$ cat config.mk
export PLATFORM = sky130hd
export DESIGN_NAME = fdc_drvctl
export DESIGN_NICKNAME = d
export VERILOG_FILES = /design/src/rtl/fdc_drvctl_pkg.sv /design/src/rtl/fdc_regs.sv /design/src/rtl/fdc_sel_decode.sv /design/src/rtl/fdc_rate_logic.sv /design/src/rtl/fdc_drvctl.sv
export SDC_FILE = /design/constraint.sdc
export NUM_CORES = 1
export LEC_CHECK = 0
export ABC_AREA = 1
export CORE_AREA = 2 2 51 53
export DETAILED_ROUTE_END_ITERATION = 16
export DIE_AREA = 0 0 53 55
export GPL_ROUTABILITY_DRIVEN = 0
export HOLD_SLACK_MARGIN = 0.03
export PLACE_DENSITY = 0.8
export SYNTH_ARGS = -nofsm -noshare
export SYNTH_HDL_FRONTEND = slang
export SYNTH_SLANG_ARGS = --single-unit
$ cat constraint.sdc
create_clock -name clk -period 2.6 [get_ports clk]
set_input_delay 0.52 -clock clk [delete_from_list [all_inputs] [get_ports clk]]
set_output_delay 0.52 -clock clk [all_outputs]
set_load 0.05 [all_outputs]
$ cat src/rtl/fdc_drvctl_pkg.sv
package fdc_drvctl_pkg;
    localparam int DRV_W  = 8;
    localparam int RATE_W = 2;

    typedef enum logic [1:0] {
        A_DRIVE    = 2'd0,
        A_RATE_CFG = 2'd1,
        A_RATE_SEL = 2'd2,
        A_OPTION   = 2'd3
    } reg_addr_e;

    localparam logic [RATE_W-1:0] RATE_500K = 2'b00;
    localparam logic [RATE_W-1:0] RATE_300K = 2'b01;
    localparam logic [RATE_W-1:0] RATE_250K = 2'b10;
    localparam logic [RATE_W-1:0] RATE_1M   = 2'b11;

    typedef struct packed {
        logic [DRV_W-1:0]  drive;
        logic [RATE_W-1:0] rate_cfg;
        logic [RATE_W-1:0] rate_sel;
        logic              sel_last;
        logic              enc4;
        logic              swap01;
        logic              turbo;
    } regs_t;

    typedef struct packed {
        logic [1:0]        sel_n;
        logic [RATE_W-1:0] rate;
        logic              dens;
        logic              dir_n;
    } outs_t;
endpackage

$ cat src/rtl/fdc_regs.sv
module fdc_regs
    import fdc_drvctl_pkg::*;
#(
    parameter int DATA_W = 8,
    parameter int ADDR_W = 2
) (
    input  logic              clk,
    input  logic              rst_n,
    input  logic              wr_en,
    input  logic [ADDR_W-1:0] wr_addr,
    input  logic [DATA_W-1:0] wr_data,
    input  logic [ADDR_W-1:0] rd_addr,
    output regs_t             regs_o,
    output logic [DATA_W-1:0] rd_data
);
    regs_t st_d, st_q;

    always_comb begin
        st_d = st_q;
        if (wr_en) begin
            case (reg_addr_e'(wr_addr[1:0]))
                A_DRIVE: st_d.drive = wr_data[DRV_W-1:0];
                A_RATE_CFG: begin
                    st_d.rate_cfg = wr_data[RATE_W-1:0];
                    st_d.sel_last = 1'b0;
                end
                A_RATE_SEL: begin
                    st_d.rate_sel = wr_data[RATE_W-1:0];
                    st_d.sel_last = 1'b1;
                end
                default: begin
                    st_d.enc4   = wr_data[0];
                    st_d.swap01 = wr_data[1];
                    st_d.turbo  = wr_data[2];
                end
            endcase
        end
    end

    always_ff @(posedge clk or negedge rst_n) begin
        if (!rst_n) st_q <= '0;
        else        st_q <= st_d;
    end

    always_comb begin
        rd_data = '0;
        case (reg_addr_e'(rd_addr[1:0]))
            A_DRIVE:    rd_data = DATA_W'(st_q.drive);
            A_RATE_CFG: rd_data = DATA_W'(st_q.rate_cfg);
            A_RATE_SEL: rd_data = DATA_W'(st_q.rate_sel);
            default:    rd_data = DATA_W'({st_q.turbo, st_q.swap01, st_q.enc4});
        endcase
    end

    assign regs_o = st_q;
endmodule

$ cat src/rtl/fdc_sel_decode.sv
module fdc_sel_decode
    import fdc_drvctl_pkg::*;
(
    input  logic [DRV_W-1:0] drive,
    input  logic             enc4,
    input  logic             swap01,
    output logic [1:0]       sel_n
);
    logic [1:0] lsel;
    logic [1:0] psel;
    logic       motor_on;

    always_comb begin
        lsel     = drive[1:0];
        motor_on = drive[4 + lsel];
        psel     = (swap01 && !lsel[1]) ? {lsel[1], ~lsel[0]} : lsel;
        sel_n    = 2'b11;
        if (motor_on) begin
            if (enc4)          sel_n = ~psel;
            else if (!psel[1]) sel_n[psel[0]] = 1'b0;
        end
    end
endmodule

$ cat src/rtl/fdc_rate_logic.sv
module fdc_rate_logic
    import fdc_drvctl_pkg::*;
(
    input  logic [RATE_W-1:0] rate_cfg,
    input  logic [RATE_W-1:0] rate_sel,
    input  logic              sel_last,
    input  logic              turbo,
    input  logic              ident,
    output logic [RATE_W-1:0] rate_eff,
    output logic              dens
);
    logic high;

    always_comb begin
        rate_eff = sel_last ? rate_sel : rate_cfg;
        high     = turbo || (rate_eff == RATE_500K) || (rate_eff == RATE_1M);
        dens     = ident ? high : !high;
    end
endmodule

$ cat src/rtl/fdc_drvctl.sv
module fdc_drvctl
    import fdc_drvctl_pkg::*;
#(
    parameter int DATA_W = 8,
    parameter int ADDR_W = 2
) (
    input  logic              clk,
    input  logic              rst_n,
    input  logic              wr_en,
    input  logic [ADDR_W-1:0] wr_addr,
    input  logic [DATA_W-1:0] wr_data,
    input  logic [ADDR_W-1:0] rd_addr,
    output logic [DATA_W-1:0] rd_data,
    input  logic              ident,
    input  logic              seek_busy,
    input  logic              seek_in,
    input  logic              xfer_busy,
    output logic [1:0]        drv_sel_n,
    output logic [1:0]        rate_ind,
    output logic              dens_out,
    output logic              head_dir_n
);
    regs_t             regs;
    logic [1:0]        sel_n_c;
    logic [RATE_W-1:0] rate_eff;
    logic              dens_c;
    logic              enc_mode;
    logic              turbo_mode;
    outs_t             out_d, out_q;

    fdc_regs #(.DATA_W(DATA_W), .ADDR_W(ADDR_W)) u_regs (
        .clk(clk), .rst_n(rst_n), .wr_en(wr_en), .wr_addr(wr_addr),
        .wr_data(wr_data), .rd_addr(rd_addr), .regs_o(regs), .rd_data(rd_data)
    );

    fdc_sel_decode u_sel (
        .drive(regs.drive), .enc4(regs.enc4), .swap01(regs.swap01), .sel_n(sel_n_c)
    );

    fdc_rate_logic u_rate (
        .rate_cfg(regs.rate_cfg), .rate_sel(regs.rate_sel), .sel_last(regs.sel_last),
        .turbo(regs.turbo), .ident(ident), .rate_eff(rate_eff), .dens(dens_c)
    );

    assign enc_mode   = regs.enc4;
    assign turbo_mode = regs.turbo;

    always_comb begin
        out_d.sel_n = sel_n_c;
        out_d.rate  = rate_eff;
        out_d.dens  = dens_c;
        out_d.dir_n = !(seek_busy && seek_in && !xfer_busy);
    end

    always_ff @(posedge clk or negedge rst_n) begin
        if (!rst_n) out_q <= '{sel_n: 2'b11, rate: RATE_500K, dens: 1'b1, dir_n: 1'b1};
        else        out_q <= out_d;
    end

    assign drv_sel_n  = out_q.sel_n;
    assign rate_ind   = out_q.rate;
    assign dens_out   = out_q.dens;
    assign head_dir_n = out_q.dir_n;
endmodule

==> results.md <==
* Outcome: complete, no violations
* Via count of the first global-routing pass at 990
* Syn-to-layout area delta at 40.2%
* Crit path arrival time at roughly 1.8 ns
* Aggregate negative setup slack at 0 ns
* IR Drop Worst-Case VDD at a little over 400 µV
* Critical path required time at ~2.1 ns
* Maximum level of the CTS H-tree at 1
* Total of flip-flops plus latches after synthesis at 22
* Total clock sinks at 22
* Slew at the pin closest to its max-slew limit at 0.502 ns
* TritonCTS clock tree: built
* Largest net degree at the start of global routing at 23
* Die X at approximately 53 µm
* Worst-case hold slack at between 0.4 and 0.5 ns
* Delay contributed by the slowest stage of the critical path at between 0.4 and 0.5 ns
* Number of hold buffers added after CTS at 0
* Leak pwr at ~0.78 nW
* Fraction of layout instances using a drive strength above 1 at 18.3%
* NumNets Final at 200
* Leading post-synthesis cells by cell area: sky130_fd_sc_hd__dfrtp_1 40%, sky130_fd_sc_hd__nand2_1 13%, sky130_fd_sc_hd__dfstp_2 9.2%, sky130_fd_sc_hd__inv_1 6.9%, sky130_fd_sc_hd__o21ai_0 5.3%
* Worst slew margin relative to its limit at between 60% and 70%
* Total GRT Usage at approximately a fifth
* Initial DRC Count at 20
* Max stage delay cell, worst path: sky130_fd_sc_hd__clkdlybuf4s50_1
* Number of optimization iterations in the first detailed-route pass at 4
* Crit path buffers/inverters at 3
* Effective utilization at floorplan at 48.1%
* Total die area at 2920 µm²
* DRC violations left at 0
* Detailed-route vias per instance at between 5 and 6
* Antenna cell count at 0
* Number of gates resized after cts at 0
* Clock-pin slew on the worst setup and hold paths at ~0.11 ns
* Slew Limit Fails at 0
* Maximum clock skew at final layout at approximately 0.0037 ns
* Maximum root-to-sink buffer count at 2
* Net count of the mapped netlist at between 150 and 200
* Startpoint type of the worst setup path: input port
* Initial antenna violation count at 0
* Worst-path cell chain: clkdlybuf4s50_1 -> nor2_1 -> inv_1 -> nor2_1 -> buf_12
* Warning count from the yosys run at 0
* Placeable core region at about 2400 µm²
* Pwr/cell area at between 600 and 700 nW/µm²
* Hold WC Path Type: flop to flop
* Commonest non-fill, non-tap cell in the layout: sky130_fd_sc_hd__nand2_1
* Kind of end point of the critical path: output pin
* Area share of the leading cell type in the synthesized netlist at between 30% and 40%
* Top delay family on crit path: buffers and inverters
* Post-detail-place hpwl at around 2000 µm
* Later-pin clock latency in the skew report at roughly 0.30 ns
* Setup violation total in the final timing report at 0
* CTS Buf Count at 3
* Cell count after synthesis at between 100 and 150
* Vias post-DR at about 1000
* Unrepaired setup endpoints after global routing: false
* Biggest area consumer among synthesized cells: sky130_fd_sc_hd__dfrtp_1
* Fraction of the core area covered by cells at the end of the flow at 67.4%
* Average instance area after synthesis at about 8 µm²
* Io pins at 33
* Wire length of the first global-routing pass at between 4000 and 5000 µm
* Number of distinct library cells after synthesis at 19
* Routed length per placed instance at 11.8 µm
* Floorplan die height at 55 µm
* Post-Syn Area at 1140 µm²
* Clock tree root buffer cell: sky130_fd_sc_hd__clkbuf_4
* Sequential element share of the synthesized area at 48.8%
* Crit-path most repeated cell: sky130_fd_sc_hd__nor2_1
* Number of buffers inserted by port buffering at 32
* Final clock period utilization by the worst path at roughly nine tenths
* Worst Path Class, Setup: input port to output pin
* Count of nets left with antenna violations after detail routing at 0
* Highest net fanout along the worst path at 5
* Achievable clock frequency at 434 MHz
* Final count of hold timing violations at 0
* Total length of routed wires at between 2000 and 2500 µm
* Clock period minus final worst setup slack at between 2 and 2.5 ns
* Total global routing overflow at 0
* Count of filler cells inserted in the layout at a little under 200
* Total power draw at slightly above 1 mW
* Commonest cells after routing, fill and taps aside: 38 x sky130_fd_sc_hd__nand2_1, 24 x sky130_fd_sc_hd__clkdlybuf4s50_1, 21 x sky130_fd_sc_hd__inv_1, 18 x sky130_fd_sc_hd__dfrtp_1, 13 x sky130_fd_sc_hd__nor2_1
* Count of maximum capacitance violations at 0
* Postcts setup bufs at 0
* Number of placement rows at 18
==> cells by family (layout without fill, tap and decap cells) <==
| logic type | count (synthesis) | in the layout | share of synthesized area, % |
|---|---|---|---|
| adder cells (fa/ha/maj) | 4 | 4 | 4.40 |
| flip-flops | 22 | 22 | 48.8 |
| buffers and inverters | 23 | 58 | 8.25 |
| AO/OA/AOI/OAI | 27 | 27 | 15.0 |
| AND/OR/NAND/NOR | 64 | 64 | 23.5 |
==> sequential cells by signal (all words and copies together) (netlist names) <==
signal	count
u_regs.regs_o	16
rate_ind	2
head_dir_n	1
dens_out	1
drv_sel_n	2
==> cell usage after synthesis <==
cell,count
sky130_fd_sc_hd__o21ai_1,1
sky130_fd_sc_hd__nand3b_1,1
sky130_fd_sc_hd__buf_6,1
sky130_fd_sc_hd__ha_1,4
sky130_fd_sc_hd__nand2_1,38
sky130_fd_sc_hd__a31oi_1,1
sky130_fd_sc_hd__nand4_1,1
sky130_fd_sc_hd__inv_1,21
sky130_fd_sc_hd__dfrtp_1,18
sky130_fd_sc_hd__nand3_1,5
sky130_fd_sc_hd__inv_2,1
sky130_fd_sc_hd__dfstp_2,4
sky130_fd_sc_hd__nor2_1,13
sky130_fd_sc_hd__a21oi_2,5
sky130_fd_sc_hd__a31o_2,1
sky130_fd_sc_hd__nand2_2,6
sky130_fd_sc_hd__a21oi_1,4
sky130_fd_sc_hd__o21ai_0,12
sky130_fd_sc_hd__o21ai_2,3
==> per-stage QoR <==
step	worst slack [ns]	std cells	area (µm²)
after floorplan	0.408	140	1140
after global placement	0.380	202	1570
after detailed placement	0.304	202	1570
after CTS	0.298	205	1590
after global routing	0.234	205	1590
final	0.293	205	1590
==> per-layer routing <==
layer / up-vias / wire, µm / GRT usage [%] / part of all wire [%]
met5: - / 0 / 0 / 0
met4: 0 / 57 / 11.5 / 2.4
met3: 5 / 104 / 1.61 / 4.3
met2: 35 / 1230 / 36.5 / 51
met1: 489 / 1020 / 24.2 / 42
li1: 510 / - / - / -
==> worst paths after layout <==
kind	start	to	slack, ns	depth (start not counted)
max reg2reg	u_regs.regs_o[9]$_DFFE_PN0P_	drv_sel_n[1]$_DFF_PN1_	1.56	6
max in group asynchronous	rst_n	drv_sel_n[1]$_DFF_PN1_	1.78	2
min reg2reg	u_regs.regs_o[0]$_DFFE_PN0P_	u_regs.regs_o[0]$_DFFE_PN0P_	0.50	2
min	u_regs.regs_o[0]$_DFFE_PN0P_	u_regs.regs_o[0]$_DFFE_PN0P_	0.50	2
max	rd_addr[0]	rd_data[7]	0.29	5
min in group asynchronous	rst_n	u_regs.regs_o[0]$_DFFE_PN0P_	0.54	2
==> report_power, final <==
group / leakage [nW] / total (mW) / internal [mW] / switching [mW]
clock: 0.0138 / 0.151 / 0.0541 / 0.0968
combinational: 0.506 / 0.423 / 0.167 / 0.256
sequential: 0.259 / 0.451 / 0.411 / 0.0397
total: 0.779 / 1.02 / 0.632 / 0.392
==> tightest hold or removal path, stage by stage (launching register included) <==
cell and delay [ns]:
sky130_fd_sc_hd__dfrtp_1 0.36, sky130_fd_sc_hd__nand2_1 0.05, sky130_fd_sc_hd__o21ai_0 0.06
==> area by class of cell <==
| cell class | count | area (µm²) | area share [%] |
|---|---|---|---|
| flip-flops and latches | 22 | 556 | 34.9 |
| multi-input cells | 95 | 488 | 30.6 |
| repair buffers | 33 | 408 | 25.6 |
| inverters | 22 | 82.6 | 5.18 |
| well taps | 30 | 37.5 | 2.35 |
| clock buffers | 3 | 22.5 | 1.41 |
(Power assumes the default switching activity.)
